===== src/rtl/mx4_block_quant.sv =====
module mx4_block_quant #(
  parameter int GROUP = 8
) (
  input  logic                 clk,
  input  logic                 rst_n,
  input  logic                 in_valid,
  output logic                 in_ready,
  input  logic [31:0]          in_word,
  input  logic                 in_last,
  output logic                 out_valid,
  input  logic                 out_ready,
  output logic [4*GROUP-1:0]   out_codes,
  output logic [7:0]           out_scale
);
  localparam int IDX_W  = $clog2(GROUP);
  localparam int CODE_W = 4 * GROUP;

  typedef enum logic [1:0] {S_COLLECT, S_ENCODE, S_HOLD} state_t;

  state_t             st;
  logic [IDX_W-1:0]   cnt;
  logic [31:0]        elems [GROUP];
  logic [7:0]         peak_exp;
  logic               bad;
  logic [7:0]         scale_c;
  logic [CODE_W-1:0]  codes_c;

  assign in_ready = (st == S_COLLECT);

  function automatic logic [3:0] enc(input logic [31:0] x, input logic [7:0] s);
    logic signed [9:0] d;
    logic [22:0]       m;
    logic [2:0]        base;
    logic [2:0]        mag;
    logic [1:0]        ef;
    logic              r;
    m    = x[22:0];
    d    = $signed({2'b00, x[30:23]}) - $signed({2'b00, s});
    mag  = 3'd0;
    ef   = 2'd0;
    base = 3'd0;
    r    = 1'b0;
    if (x[30:23] == 8'd0) begin
      mag = 3'd0;
    end else if (d >= 0) begin
      ef   = d[1:0] + 2'd1;
      base = {ef, m[22]};
      r    = m[21] & ((|m[20:0]) | m[22]);
      mag  = (base == 3'd7) ? 3'd7 : base + {2'b00, r};
    end else if (d == -10'sd1) begin
      mag = 3'd1 + {2'b00, m[22]};
    end else if (d == -10'sd2) begin
      mag = {2'b00, |m};
    end
    return {(mag != 3'd0) & x[31], mag};
  endfunction

  always_comb begin
    peak_exp = 8'd0;
    bad      = 1'b0;
    for (int i = 0; i < GROUP; i++) begin
      if (elems[i][30:23] == 8'hFF) bad = 1'b1;
      else if (elems[i][30:23] > peak_exp) peak_exp = elems[i][30:23];
    end
  end

  assign scale_c = bad ? 8'hFF : (peak_exp < 8'd2) ? 8'd0 : peak_exp - 8'd2;

  always_comb begin
    codes_c = '0;
    for (int i = 0; i < GROUP; i++)
      codes_c[4*i +: 4] = bad ? 4'h0 : enc(elems[i], scale_c);
  end

  always_ff @(posedge clk) begin
    if (!rst_n) begin
      st        <= S_COLLECT;
      cnt       <= '0;
      out_valid <= 1'b0;
      out_codes <= '0;
      out_scale <= '0;
      for (int i = 0; i < GROUP; i++) elems[i] <= '0;
    end else begin
      case (st)
        S_COLLECT: if (in_valid) begin
          elems[cnt] <= in_word;
          if (in_last || cnt == IDX_W'(GROUP - 1)) begin
            cnt <= '0;
            st  <= S_ENCODE;
          end else begin
            cnt <= cnt + 1'b1;
          end
        end
        S_ENCODE: begin
          out_codes <= codes_c;
          out_scale <= scale_c;
          out_valid <= 1'b1;
          st        <= S_HOLD;
        end
        S_HOLD: if (out_ready) begin
          out_valid <= 1'b0;
          st        <= S_COLLECT;
          for (int i = 0; i < GROUP; i++) elems[i] <= '0;
        end
        default: st <= S_COLLECT;
      endcase
    end
  end

  assert_hold_R10: assert property (@(posedge clk) disable iff (!rst_n)
    out_valid && !out_ready |=> out_valid && $stable(out_codes) && $stable(out_scale));

  assert_no_accept_R10: assert property (@(posedge clk) disable iff (!rst_n)
    out_valid |-> !in_ready);

  assert_bad_group_R8: assert property (@(posedge clk) disable iff (!rst_n)
    out_valid && out_scale == 8'hFF |-> out_codes == '0);

  assert_reset_state_R11: assert property (@(posedge clk) disable iff (!rst_n)
    !$past(rst_n) |-> !out_valid && in_ready);

  assert_one_result_R1: assert property (@(posedge clk) disable iff (!rst_n)
    $rose(out_valid) |-> $past(!in_ready));

  for (genvar g = 0; g < GROUP; g++) begin : g_zero_sign
    assert_no_neg_zero_R12: assert property (@(posedge clk) disable iff (!rst_n)
      out_valid |-> out_codes[4*g +: 4] != 4'h8);
  end
endmodule


===== config.mk =====
export PLATFORM = sky130hd
export DESIGN_NAME = mx4_block_quant
export DESIGN_NICKNAME = d
export VERILOG_FILES = /design/src/rtl/mx4_block_quant.sv
export SDC_FILE = /design/constraint.sdc
export NUM_CORES = 1
export LEC_CHECK = 0
export BUFFER_PORTS_ARGS = -buffer_cell sky130_fd_sc_hd__buf_2
export CORE_MARGIN = 5
export CORE_UTILIZATION = 50
export CTS_CLUSTER_DIAMETER = 100
export DETAILED_ROUTE_END_ITERATION = 7
export PLACE_DENSITY = 0.67
export SYNTH_ARGS = -nofsm -noshare
export SYNTH_HDL_FRONTEND = slang
export SYNTH_SLANG_ARGS = --single-unit

===== constraint.sdc =====
create_clock -name clk -period 18.2 [get_ports clk]
set_input_delay 3.64 -clock clk [delete_from_list [all_inputs] [get_ports clk]]
set_output_delay 3.64 -clock clk [all_outputs]
set_load 0.03 [all_outputs]

==> qor.txt <==
sequential share of the synthesized area -> 46.9%
Post-Syn Nets -> 1,919
DR iter-0 viols -> 1,184
Synth top cells by count -> 276 x and2_1, 256 x edfxtp_1, 144 x ha_1
max frequency -> 58.3 MHz
Setup crit start kind -> register
TritonCTS clock tree -> yes
Port Buf Inserts -> 78
die height -> 202 microns
synth top area cells -> edfxtp_1 42%, ha_1 9.8%, and2_1 9.4%, dfxtp_1 5.0%, a21o_1 2.3%
Hold Path Class -> register to register
Req. time, crit path -> 18,680 ps
# diodes -> 0
die area -> 40,600 sq um
layout cell share with drive strength beyond 1 -> 13.0%
slowest stage delay, CP -> 460 ps
nets -> 2,019
routed via count -> 13,600
Synth Register Bits -> 302
CP max stage cell -> or3b_2
final setup violation count -> 0
synthesized cell area -> 18,400 sq um
largest net degree at the start of global routing -> 49
Worst-Skew Late Latency -> 580 ps
Synth top area share -> 41.9%
status -> complete, no violations
Reg clk slew, reported paths -> 60 ps
Slew Limit Fails -> 0
largest area contributor in the netlist -> edfxtp_1
Layout Skew -> 21.7 ps
Max clock buf depth -> 3
Final Cycle Share -> 94.2%
max cap viols -> 0
drt wl/cell -> 20.9 microns
Detailed Place HPWL -> 35,700 microns
Avg Inst Size Synth -> 10.6 sq um
met3 wire len -> 2870 microns
critical path endpoint category -> register
routed vias/inst -> 5.85
initial antenna violation count -> 0
M1 WL -> 21,300 microns
total gr overflow -> 0
critical path peak fanout -> 12
Final GP Congestion -> 0.945
Remaining DRCs -> 0
synth-to-layout area growth -> 12.4%
cell family with most CP delay -> compound AO/OA/AOI/OAI gates
Yosys warning count -> 0
setup ws final -> 1050 ps
buffers and inverters on the worst path -> 7
async set-reset flop share out of synthesis -> 0%
Syn Inst Count -> 1,730
distinct cell type count after synthesis -> 80
I/O pin total -> 79
most frequent cell after synthesis -> and2_1
Top FF cell, synth -> edfxtp_1
Worst-Margin Slew -> 1050 ps
Max transition margin -> 29.7%
vias in the first global route -> 13,300
cts hold-fix bufs -> 0
Die W -> 202 microns
met2 wire length -> 22,700 microns
top sig layer -> met4
root cell of the clock tree -> clkbuf_16
Starting Density -> 50.4%
DP Worst Slack -> -551 ps
Period minus WS final -> 17,150 ps
CP arrival -> 17,620 ps
first-pass GRT wire length -> 75,200 microns
CTS sink cnt -> 302
Final Hold Viols -> 0
H-tree levels -> 1
cts bufs inserted -> 31
number of synthesized flops with an enable pin -> 256
core region area -> 36,400 sq um
final WL -> 48,600 microns
drt first pass iters -> 5
ANT nets after route -> 0
Tot GR Track Use -> 23.3%
Site Rows -> 70
WS Path Type -> register to register
filler cell count -> 3,154
[per-layer routing]
layer | up-vias | GRT usage [%]
li1 | 6518 | -
met1 | 6583 | 32.2
met2 | 408 | 38.4
met3 | 90 | 2.71
met4 | 0 | 7.96
met5 | - | 0
[repair_timing]
action | 4_1_cts | 5_1_grt
gates cloned | 0 | 1
pin swaps | 0 | 6
endpoints found under the setup margin | 21 | 32
endpoints found under the hold margin | 0 | 0
gates resized for setup | 3 | 25
setup buffers | 0 | 14
[worst reg2reg max path: cells and delay by family (launching register included)]
kind,cells,cell delay [ps]
multiplexers,5,1590
buffers and inverters,7,850
flip-flops,1,450
AO/OA/AOI/OAI,33,6140
adder cells (fa/ha/maj),9,2470
AND/OR/NAND/NOR,27,5600
[layout make-up]
type                    instances  area, sq um  share of cell area, %
multi-input cells            1293         9390                   45.5
flip-flops and latches        302         8610                   41.7
clock buffers                  43          851                   4.13
repair buffers                119          698                   3.39
well taps                     468          586                   2.84
inverters                      83          312                   1.51
clock inverters                15          181                  0.880
[flip-flops by register name (all words and copies together) (netlist names)]
| signal | cells |
|---|---|
| st | 2 |
| out_scale | 8 |
| elems | 256 |
| cnt | 3 |
| out_codes | 32 |
| out_valid | 1 |
[logic make-up after synthesis]
kind of cell | Yosys count | share of synthesized area [%]
multiplexers | 42 | 2.53
AND/OR/NAND/NOR | 724 | 22.5
AO/OA/AOI/OAI | 312 | 11.5
flip-flops | 302 | 46.9
buffers and inverters | 136 | 2.88
XOR/XNOR | 58 | 2.77
adder cells (fa/ha/maj) | 156 | 10.9
[final timing paths]
kind            startpoint            end  slack (ps)  depth (start not counted)
min reg2reg  out_codes[11]  out_codes[11]         470                          2
min          out_codes[11]  out_codes[11]         470                          2
max reg2reg   elems[0][30]  out_codes[15]        1050                         81
max           elems[0][30]  out_codes[15]        1050                         81
[per-stage QoR]
stage	utilization, %	area (sq um)	cells	hold WS [ps]	setup TNS [ps]
after floorplan	-	18400	1730	503	0
after global placement	53.1	19400	2250	460	-145
after detailed placement	53.1	19400	2250	466	-2710
after CTS	56.0	20400	2308	471	0
after global routing	56.6	20600	2323	497	-145
final	56.6	20600	2323	468	0
[cells in the final DEF (no fill, tap or decap), types with 9 or more instances in the layout]
| cell type | synthesis | routed |
|---|---|---|
| a21boi_0 | 13 | 13 |
| a21o_1 | 56 | 56 |
| a21oi_1 | 67 | 67 |
| a22oi_1 | 22 | 22 |
| a31oi_1 | 9 | 9 |
| and2_1 | 276 | 273 |
| and3_1 | 14 | 14 |
| buf_2 | 2 | 78 |
| buf_4 | 2 | 41 |
| clkbuf_1 | 48 | 9 |
| clkbuf_16 | 0 | 31 |
| dfxtp_1 | 46 | 46 |
| edfxtp_1 | 256 | 256 |
| ha_1 | 144 | 144 |
| inv_1 | 82 | 82 |
| mux2_2 | 18 | 18 |
| mux2i_1 | 19 | 18 |
| nand2_1 | 85 | 85 |
| nand2b_1 | 28 | 27 |
| nand3_1 | 36 | 35 |
| nand4_1 | 44 | 44 |
| nor2_1 | 77 | 75 |
| nor2b_1 | 47 | 47 |
| nor3_1 | 16 | 13 |
| nor3b_1 | 10 | 10 |
| nor4_1 | 47 | 42 |
| o21ai_0 | 72 | 63 |
| or4_1 | 20 | 20 |
| xnor2_1 | 26 | 26 |
| xor2_1 | 32 | 32 |
Power is not shown: default switching activity piles up to over one toggle a cycle in this logic, so the estimate is an artifact.
